File: src/rtl/ptq_pkg.sv
package ptq_pkg;
  // Strobes the control block hands to the datapath
  typedef struct packed {
    logic doWrite;   // store the presented group into wrLine
    logic doFlush;   // misprediction: reload fetch pointer
  } ptqStrobes_t;
endpackage

File: src/rtl/ptq_ctrl.sv
module ptq_ctrl
  import ptq_pkg::*;
#(
  parameter int NUM_LINES = 3,
  parameter int SLOTS     = 4,
  localparam int LINE_W   = (NUM_LINES > 1) ? $clog2(NUM_LINES) : 1,
  localparam int SLOT_W   = (SLOTS > 1) ? $clog2(SLOTS) : 1,
  localparam int CNT_W    = $clog2(NUM_LINES + 1)
) (
  input  logic              clk,
  input  logic              rst_n,
  input  logic              wrValid,
  input  logic              issueReady,
  input  logic              mispredict,
  input  logic              rdIsLast,
  output ptqStrobes_t       strobes,
  output logic [LINE_W-1:0] wrLine,
  output logic [LINE_W-1:0] rdLine,
  output logic [SLOT_W-1:0] rdSlot,
  output logic              wrReady,
  output logic              issueValid,
  output logic              redirect
);
  logic [CNT_W-1:0] lineCount;
  logic             full, empty, doWrite, doIssue, doRetire;

  function automatic logic [LINE_W-1:0] stepLine(input logic [LINE_W-1:0] p);
    return (p == LINE_W'(NUM_LINES - 1)) ? '0 : p + LINE_W'(1);
  endfunction

  assign full       = (lineCount == CNT_W'(NUM_LINES));
  assign empty      = (lineCount == '0);
  assign redirect   = mispredict;
  assign wrReady    = !full && !mispredict;
  assign issueValid = !empty && !mispredict;
  assign doWrite    = wrValid && wrReady;
  assign doIssue    = issueValid && issueReady;
  assign doRetire   = doIssue && rdIsLast;

  always_comb begin
    strobes.doWrite = doWrite;
    strobes.doFlush = mispredict;
  end

  always_ff @(posedge clk) begin
    if (!rst_n || mispredict) begin
      lineCount <= '0;
      wrLine    <= '0;
      rdLine    <= '0;
      rdSlot    <= '0;
    end else begin
      if (doWrite) wrLine <= stepLine(wrLine);
      if (doRetire) begin
        rdLine <= stepLine(rdLine);
        rdSlot <= '0;
      end else if (doIssue) begin
        rdSlot <= rdSlot + SLOT_W'(1);
      end
      lineCount <= lineCount + CNT_W'(doWrite) - CNT_W'(doRetire);
    end
  end
endmodule

File: src/rtl/ptq_datapath.sv
module ptq_datapath
  import ptq_pkg::*;
#(
  parameter int ADDR_W      = 32,
  parameter int SLOTS       = 4,
  parameter int NUM_LINES   = 3,
  parameter int INSTR_BYTES = 4,
  parameter logic [ADDR_W-1:0] RESET_PC = '0,
  localparam int LINE_W     = (NUM_LINES > 1) ? $clog2(NUM_LINES) : 1,
  localparam int SLOT_W     = (SLOTS > 1) ? $clog2(SLOTS) : 1
) (
  input  logic              clk,
  input  logic              rst_n,
  input  ptqStrobes_t       strobes,
  input  logic [LINE_W-1:0] wrLine,
  input  logic [LINE_W-1:0] rdLine,
  input  logic [SLOT_W-1:0] rdSlot,
  input  logic [SLOTS-1:0]  wrTakenMask,
  input  logic [ADDR_W-1:0] wrTarget,
  input  logic              resValid,
  input  logic [ADDR_W-1:0] resPredNext,
  input  logic [ADDR_W-1:0] resActualNext,
  output logic [ADDR_W-1:0] fetchPc,
  output logic [ADDR_W-1:0] issuePc,
  output logic [ADDR_W-1:0] issuePredNext,
  output logic              issuePredTaken,
  output logic              rdIsLast,
  output logic              mispredict
);
  localparam logic [ADDR_W-1:0] STEP  = ADDR_W'(INSTR_BYTES);
  localparam logic [ADDR_W-1:0] GROUP = ADDR_W'(SLOTS * INSTR_BYTES);

  // One target per line: at most one taken slot survives per group
  logic [ADDR_W-1:0] lineBase      [NUM_LINES];
  logic [ADDR_W-1:0] lineTarget    [NUM_LINES];
  logic              lineHasTaken  [NUM_LINES];
  logic [SLOT_W-1:0] lineTakenSlot [NUM_LINES];
  logic [SLOT_W-1:0] lineLastSlot  [NUM_LINES];
  logic [NUM_LINES-1:0] lineWe;

  logic              hasTakenW;
  logic [SLOT_W-1:0] takenSlotW, lastSlotW;

  // Priority pick of the lowest taken slot
  always_comb begin
    hasTakenW  = |wrTakenMask;
    takenSlotW = '0;
    for (int i = SLOTS - 1; i >= 0; i--) begin
      if (wrTakenMask[i]) takenSlotW = SLOT_W'(i);
    end
    lastSlotW = hasTakenW ? takenSlotW : SLOT_W'(SLOTS - 1);
  end

  genvar g;
  generate
    for (g = 0; g < NUM_LINES; g++) begin : gLineWe
      assign lineWe[g] = strobes.doWrite && (wrLine == LINE_W'(g));
    end
  endgenerate

  always_ff @(posedge clk) begin
    for (int l = 0; l < NUM_LINES; l++) begin
      if (lineWe[l]) begin
        lineBase[l]      <= fetchPc;
        lineTarget[l]    <= wrTarget;
        lineHasTaken[l]  <= hasTakenW;
        lineTakenSlot[l] <= takenSlotW;
        lineLastSlot[l]  <= lastSlotW;
      end
    end
  end

  // Fetch pointer: the flush path has priority over group advance
  always_ff @(posedge clk) begin
    if (!rst_n)                fetchPc <= RESET_PC;
    else if (strobes.doFlush)  fetchPc <= resActualNext;
    else if (strobes.doWrite)  fetchPc <= hasTakenW ? wrTarget : fetchPc + GROUP;
  end

  logic slotTaken;
  always_comb begin
    issuePc        = lineBase[rdLine] + ADDR_W'(rdSlot) * STEP;
    slotTaken      = lineHasTaken[rdLine] && (lineTakenSlot[rdLine] == rdSlot);
    issuePredTaken = slotTaken;
    issuePredNext  = slotTaken ? lineTarget[rdLine] : issuePc + STEP;
    rdIsLast       = (rdSlot == lineLastSlot[rdLine]);
  end

  assign mispredict = resValid && (resPredNext != resActualNext);
endmodule

File: src/rtl/pred_target_queue.sv
module pred_target_queue
  import ptq_pkg::*;
#(
  parameter int ADDR_W      = 32,
  parameter int SLOTS       = 4,
  parameter int NUM_LINES   = 3,
  parameter int INSTR_BYTES = 4,
  parameter logic [ADDR_W-1:0] RESET_PC = 32'h0000_1000
) (
  input  logic              clk,
  input  logic              rst_n,
  input  logic              wrValid,
  output logic              wrReady,
  input  logic [SLOTS-1:0]  wrTakenMask,
  input  logic [ADDR_W-1:0] wrTarget,
  output logic [ADDR_W-1:0] fetchPc,
  output logic              issueValid,
  input  logic              issueReady,
  output logic [ADDR_W-1:0] issuePc,
  output logic [ADDR_W-1:0] issuePredNext,
  output logic              issuePredTaken,
  input  logic              resValid,
  input  logic [ADDR_W-1:0] resPredNext,
  input  logic [ADDR_W-1:0] resActualNext,
  output logic              redirect
);
  localparam int LINE_W = (NUM_LINES > 1) ? $clog2(NUM_LINES) : 1;
  localparam int SLOT_W = (SLOTS > 1) ? $clog2(SLOTS) : 1;

  ptqStrobes_t       strobes;
  logic [LINE_W-1:0] wrLine, rdLine;
  logic [SLOT_W-1:0] rdSlot;
  logic              rdIsLast, mispredict;

  ptq_ctrl #(.NUM_LINES(NUM_LINES), .SLOTS(SLOTS)) uCtrl (
    .clk(clk), .rst_n(rst_n), .wrValid(wrValid), .issueReady(issueReady),
    .mispredict(mispredict), .rdIsLast(rdIsLast), .strobes(strobes),
    .wrLine(wrLine), .rdLine(rdLine), .rdSlot(rdSlot), .wrReady(wrReady),
    .issueValid(issueValid), .redirect(redirect)
  );

  ptq_datapath #(
    .ADDR_W(ADDR_W), .SLOTS(SLOTS), .NUM_LINES(NUM_LINES),
    .INSTR_BYTES(INSTR_BYTES), .RESET_PC(RESET_PC)
  ) uData (
    .clk(clk), .rst_n(rst_n), .strobes(strobes), .wrLine(wrLine),
    .rdLine(rdLine), .rdSlot(rdSlot), .wrTakenMask(wrTakenMask),
    .wrTarget(wrTarget), .resValid(resValid), .resPredNext(resPredNext),
    .resActualNext(resActualNext), .fetchPc(fetchPc), .issuePc(issuePc),
    .issuePredNext(issuePredNext), .issuePredTaken(issuePredTaken),
    .rdIsLast(rdIsLast), .mispredict(mispredict)
  );
endmodule

File: config.mk
export PLATFORM = sky130hd
export DESIGN_NAME = pred_target_queue
export DESIGN_NICKNAME = d
export VERILOG_FILES = /design/src/rtl/ptq_pkg.sv /design/src/rtl/ptq_ctrl.sv /design/src/rtl/ptq_datapath.sv /design/src/rtl/pred_target_queue.sv
export SDC_FILE = /design/constraint.sdc
export NUM_CORES = 1
export LEC_CHECK = 0
export BUFFER_PORTS_ARGS = -buffer_cell sky130_fd_sc_hd__buf_2
export CAP_MARGIN = 5
export CORE_UTILIZATION = 52
export CTS_CLUSTER_DIAMETER = 50
export DETAILED_ROUTE_END_ITERATION = 16
export PLACE_DENSITY = 0.83
export SETUP_SLACK_MARGIN = 0.05
export SYNTH_ARGS = -nofsm -noshare
export SYNTH_HDL_FRONTEND = slang
export SYNTH_SLANG_ARGS = --single-unit
File: constraint.sdc
create_clock -name clk -period 7.1 [get_ports clk]
set_input_delay 0.355 -clock clk [delete_from_list [all_inputs] [get_ports clk]]
set_output_delay 0.355 -clock clk [all_outputs]
set_load 0.02 [all_outputs]
; ---- After elaboration in Yosys (flattened, before gate mapping)
; Memory sizes are Yosys's and may differ from the RTL's. A register that Yosys moved wholly into a read port is not among the register bits.
; Cells that the tools add are included.
[word_totals]
output_inout_bits = 100
reg_bits = 40
memories = 5
ram_bits = 207
[mem_list]
columns = memory, depth, word_bits, rd, rd_ports_with_merged_regs, wr, line
row1 = uData.lineBase, 3, 32, 1, 1, 1, ptq_datapath.sv:34  ; logic [ADDR_W-1:0] lineBase [NUM_LINES];
row2 = uData.lineTarget, 3, 32, 1, 1, 1, ptq_datapath.sv:35  ; logic [ADDR_W-1:0] lineTarget [NUM_LINES];
row3 = uData.lineLastSlot, 3, 2, 1, 1, 1, ptq_datapath.sv:38  ; logic [SLOT_W-1:0] lineLastSlot [NUM_LINES];
row4 = uData.lineTakenSlot, 3, 2, 1, 1, 1, ptq_datapath.sv:37  ; logic [SLOT_W-1:0] lineTakenSlot [NUM_LINES];
row5 = uData.lineHasTaken, 3, 1, 1, 1, 1, ptq_datapath.sv:36  ; logic lineHasTaken [NUM_LINES];
[classes]
addsub = 8
mux = 57
n_reduce_logical = 30
n_eq_ne = 7
[ops]
columns = operator, n
row1 = 32-bit two-way mux, 8
row2 = 32-bit OR reduction, 4
row3 = 2-bit two-way mux, 31
row4 = 32-bit by 3-bit adder with 32-bit output (second input constant), 1
row5 = 32-bit by 4-bit adder with 32-bit output, 1
row6 = 32-bit by 5-bit adder with 32-bit output (second input constant), 1
row7 = 32-bit != test, 1
row8 = 1-bit two-way mux, 18
row9 = 1-bit logical AND, 10
row10 = 2-bit OR reduction, 5
row11 = 2-bit by 1-bit adder with 2-bit output (second input constant), 3
row12 = 2-bit == test (second input constant), 3
row13 = 2-bit == test, 2
row14 = 1-bit logical NOT, 4
row15 = 2-bit logical NOT, 2
row16 = 4-bit OR reduction, 1
row17 = 2-bit by 1-bit adder with 2-bit output, 1
row18 = 2-bit by 1-bit == test with 1-bit output (second input constant), 1
row19 = 2-bit nonzero test, 1
row20 = 1-bit OR reduction, 2
row21 = 2-bit by 1-bit subtractor with 2-bit output, 1
row22 = 1-bit logical OR, 1

; ---- Logic depth before layout (Yosys ltp)
[logic_depth]
ltp_word = 11
ltp_mapped = 21
ltp_nobuf = 13

; ---- Hierarchy
; Synthesis repeated with hierarchy kept, for this count alone.
[unflattened]
cells_unflattened = 1142
area_unflattened_um2 = 12679.7
[by_module_without_submodules]
columns = mod, seq_area_each_um2, n_inst, cells_each, area_each_um2
row1 = ptq_datapath, 6856.6, 1, 1090, 12263.0
row2 = ptq_ctrl, 160.2, 1, 52, 416.6

; ---- Worst setup path before layout
; OpenSTA, ideal clock, no wires.
[synth_path]
path_type = input-to-reg
start = input resActualNext[29]
end = memory uData.lineBase[1][0] (enable)
slack_ns = -0.099
required_time_ns = 6.502
arrival_time_ns = 6.601
stages = 6
path_cell_list = xor2_1 > nor4_1 > nand4_1 > o21ai_1 > nand2_1 > nor3b_1
[synth_between]
elab_chain_len = 11
word_cells_on_any_way = 20
[synth_rtl]
columns = element, line
row1 = start: declaration, pred_target_queue.sv:24  ; input logic [ADDR_W-1:0] resActualNext,
row2 = 32-bit != test (*), ptq_datapath.sv:89  ; assign mispredict = resValid && (resPredNext != resActualNext);
row3 = 1-bit logical AND (*), ptq_datapath.sv:89
row4 = 1-bit logical NOT (*), ptq_ctrl.sv:34  ; assign wrReady = !full && !mispredict;
row5 = 1-bit logical AND (*), ptq_ctrl.sv:34
row6 = 1-bit logical AND (*), ptq_ctrl.sv:36  ; assign doWrite = wrValid && wrReady;
row7 = 1-bit logical AND (*), ptq_datapath.sv:57  ; assign lineWe[g] = strobes.doWrite && (wrLine == LINE_W'(g));
row8 = named net uData.lineWe[1], ptq_datapath.sv:39  ; logic [NUM_LINES-1:0] lineWe;
row9 = 1-bit two-way mux (*), ptq_datapath.sv:63  ; if (lineWe[l]) begin
row10 = 1-bit two-way mux (not written as such) (*), ptq_datapath.sv:64  ; lineBase[l] <= fetchPc;
row11 = 32-bit OR reduction (no source line), --
row12 = 2-bit two-way mux (no source line) or 1-bit two-way mux (tied branches) (2 in series), --
row13 = end: declaration, ptq_datapath.sv:34
; Mark *: on every way through the listed nets, which the timed path passes. The rest lies on a longest branch.

==> flow_summary.ini <==
[clocking]
clkSinkCount = 249
clk_transition_reported_paths_ns = 0.06
cts_tree = done
cts-buffers-inserted = 26
clkLatencyLatePin_ns = 0.55
cts_resized = 0
post_cts_buffers = 0
clock-root-buffer = clkbuf_16
htreeDepth = 1
clockBufferDepth = 3
postCtsHoldBufs = 0

[critical_path]
worstPathMaxFanout = 99
r2r-end = uCtrl.lineCount[1]
crit_end = issuePredNext[24]
required_ns = 6.74
worstSetupPathType = reg2out
r2r_cells = 11
rrSetupSlack_ns = 3.80
arrival_ns = 5.32
cp-start-kind = flop
end_kind = output pin

[sta]
max-slew-margin-rel = 0.2698
tightest_slew_ns = 1.089
fin_skew_ns = 0.02372
finalSetupViolCount = 0
fmax_ghz = 0.1762
maxSlewViolCount = 0
tns_ns = 0
finalHoldViolCount = 0
rsz0062_at_grt = false
fin_crit_ns = 5.675
period_share = 0.7993

[cells_and_area]
multi_input_area_um2 = 5166
nets = 1407
drive_above_1_share = 0.2289
stdcell_area_um2 = 14700
syn_to_final_growth_pct = 17.40
nFillCells = 1939
seq_area_um2 = 7064

[global_route]
overflow = 0
grt_max_degree = 100
grt_usage = 0.2942
grt_pass1_wl_um = 53410
grt_antenna_before_repair = 1
grt_pass1_vias = 9108

[yosys]
synth_common_cells = edfxtp_1 (207), nand2_1 (147), o21ai_0 (80), nor2_1 (75), mux2i_1 (72)
avgSynthCellArea_um2 = 11.29
synthesis.nets = 1221
synth_edf_count = 207
synth_cell_type_count = 76
synth_top_cell_by_area = edfxtp_1
netlist.area_leader.share = 0.4965
synthArstFlopShare = 0
yosysMostFrequentCell = edfxtp_1
synth-seq-area-share = 0.5636
ys_seq_elements = 249
netlist_instances = 1109
ys_warn_count = 0
ys.flop_type = edfxtp_1
netlist_area_um2 = 12520
ys_top_cells_by_area = edfxtp_1 (50%), dfxtp_1 (6.7%), mux2i_1 (5.8%)

[detailed_routing]
vias = 9989
post_drt_wl_per_cell_um = 22.39
finalWirelength_um = 36600
drc = 0
ant_nets = 0
drtIter0Drc = 1173
drtPass1Iterations = 7
via_per_inst = 6.109

[die]
rows = 56
dieHeight_um = 157.2
design.die.area_um2 = 24700
die_w_um = 157.2
start_util = 0.5318
coreArea_um2 = 23540
io_pins = 205

[status]
status = completed

[pwr]
leakagePower_nw = 5.236
vdd_drop_max_mv = 0.1622
p_per_area_nw_per_um2 = 232.6

[run]
drv_cap = 0

[place]
dpl-instance-area_um2 = 13790
port_buffers = 204
gp_congestion = 0.9732
hpwl_um = 26130

[hold_path]
hp-start = wrTarget[3]
hp-class = in2reg
==> worst min path at each step <==
| stage | to | depth (start not counted) | slack [ns] |
|---|---|---|---|
| floorplan | uData.lineTarget[0][0] | 0 | 0.45 |
| global placement | flop | 2 | 0.48 |
| detailed placement | flop | 2 | 0.49 |
| CTS | uData.lineTarget[2][3] | 1 | 0.02 |
| global route | uData.lineTarget[1][5] | 1 | 0.03 |
| finish | uData.lineTarget[1][3] | 1 | 0.03 |
==> cell type report <==
type	count	area share
Antenna cell	1	0.0001702
Clock buffer	30	0.04733
Clock inverter	18	0.01464
Inverter	12	0.003064
Multi-Input combinational cell	790	0.3515
Sequential cell	249	0.4806
Tap cell	319	0.02715
Timing Repair Buffer	216	0.07559
==> critical path, cell delays in order, from the launching register on <==
cell and delay (ns):
dfxtp_4 1.00, o21ai_0 0.34, ha_1 0.39, a21o_1 0.18
o211ai_1 0.18, nor3_2 0.36, nand4_1 0.42, nor3_1 0.35
xnor2_1 0.20, nor2_1 0.61, a21oi_1 0.15, o31ai_1 0.34
buf_2 0.23
==> registers in the layout, indices dropped and copies added (netlist names), named ones only <==
register,cells
uCtrl.lineCount,2
uCtrl.rdLine,2
uCtrl.rdSlot,2
uCtrl.wrLine,2
uData.fetchPc,32
uData.lineBase,96
uData.lineHasTaken,3
uData.lineLastSlot,6
uData.lineTakenSlot,6
uData.lineTarget,96
==> metrics by stage <==
step	worst slack, ns	total power [W]	std cells	util	hold slack, ns
after floorplan	0.2670	0.001867	1109	-	0.4539
after CTS	1.436	0.003425	1634	0.6243	0.01672
final	1.425	0.003419	1635	0.6244	0.02583
after global placement	2.094	0.002014	1586	0.5856	0.4793
after detailed placement	1.987	0.002023	1586	0.5856	0.4857
after global routing	0.9687	0.003508	1635	0.6244	0.02500
==> where the power goes <==
part	internal (W)	switching [W]	leakage, nW
registers	0.00162	0.0000485	2.25
logic	0.000112	0.000216	2.54
clock network	0.000852	0.000568	0.447
==> metal layers <==
metal  global-route usage  vias to the layer above  part of all wire
met1               0.3948                     4775              0.40
met5                    0                        -                 0
met4               0.1073                        0             0.037
met3              0.05011                       83              0.10
li1                     -                     4539                 -
met2               0.4800                      592              0.46
==> cell usage in the layout (no fill, tap or decap), types with 26 or more instances in the layout <==
cell type	netlist	final
nor2_1	75	75
nand3_1	26	26
clkbuf_16	0	26
a21oi_1	39	39
o21ai_0	80	80
nand2_1	147	147
buf_2	7	204
xnor2_1	32	32
mux2i_1	72	72
xor2_1	53	53
edfxtp_1	207	207
dfxtp_1	42	40
==> kinds of logic (layout without fill, tap and decap cells) <==
| logic type | after synthesis | after routing | synth area share |
|---|---|---|---|
| AND/OR/NAND/NOR | 363 | 363 | 0.1420 |
| AO/OA/AOI/OAI | 251 | 251 | 0.1308 |
| flip-flops | 249 | 249 | 0.5636 |
| XOR/XNOR | 85 | 85 | 0.05946 |
| multiplexers | 84 | 84 | 0.06875 |
| buffers and inverters | 70 | 276 | 0.02778 |
| adder cells (fa/ha/maj) | 7 | 7 | 0.007595 |
| other | 0 | 1 | 0 |
(Power assumes the default switching activity.)
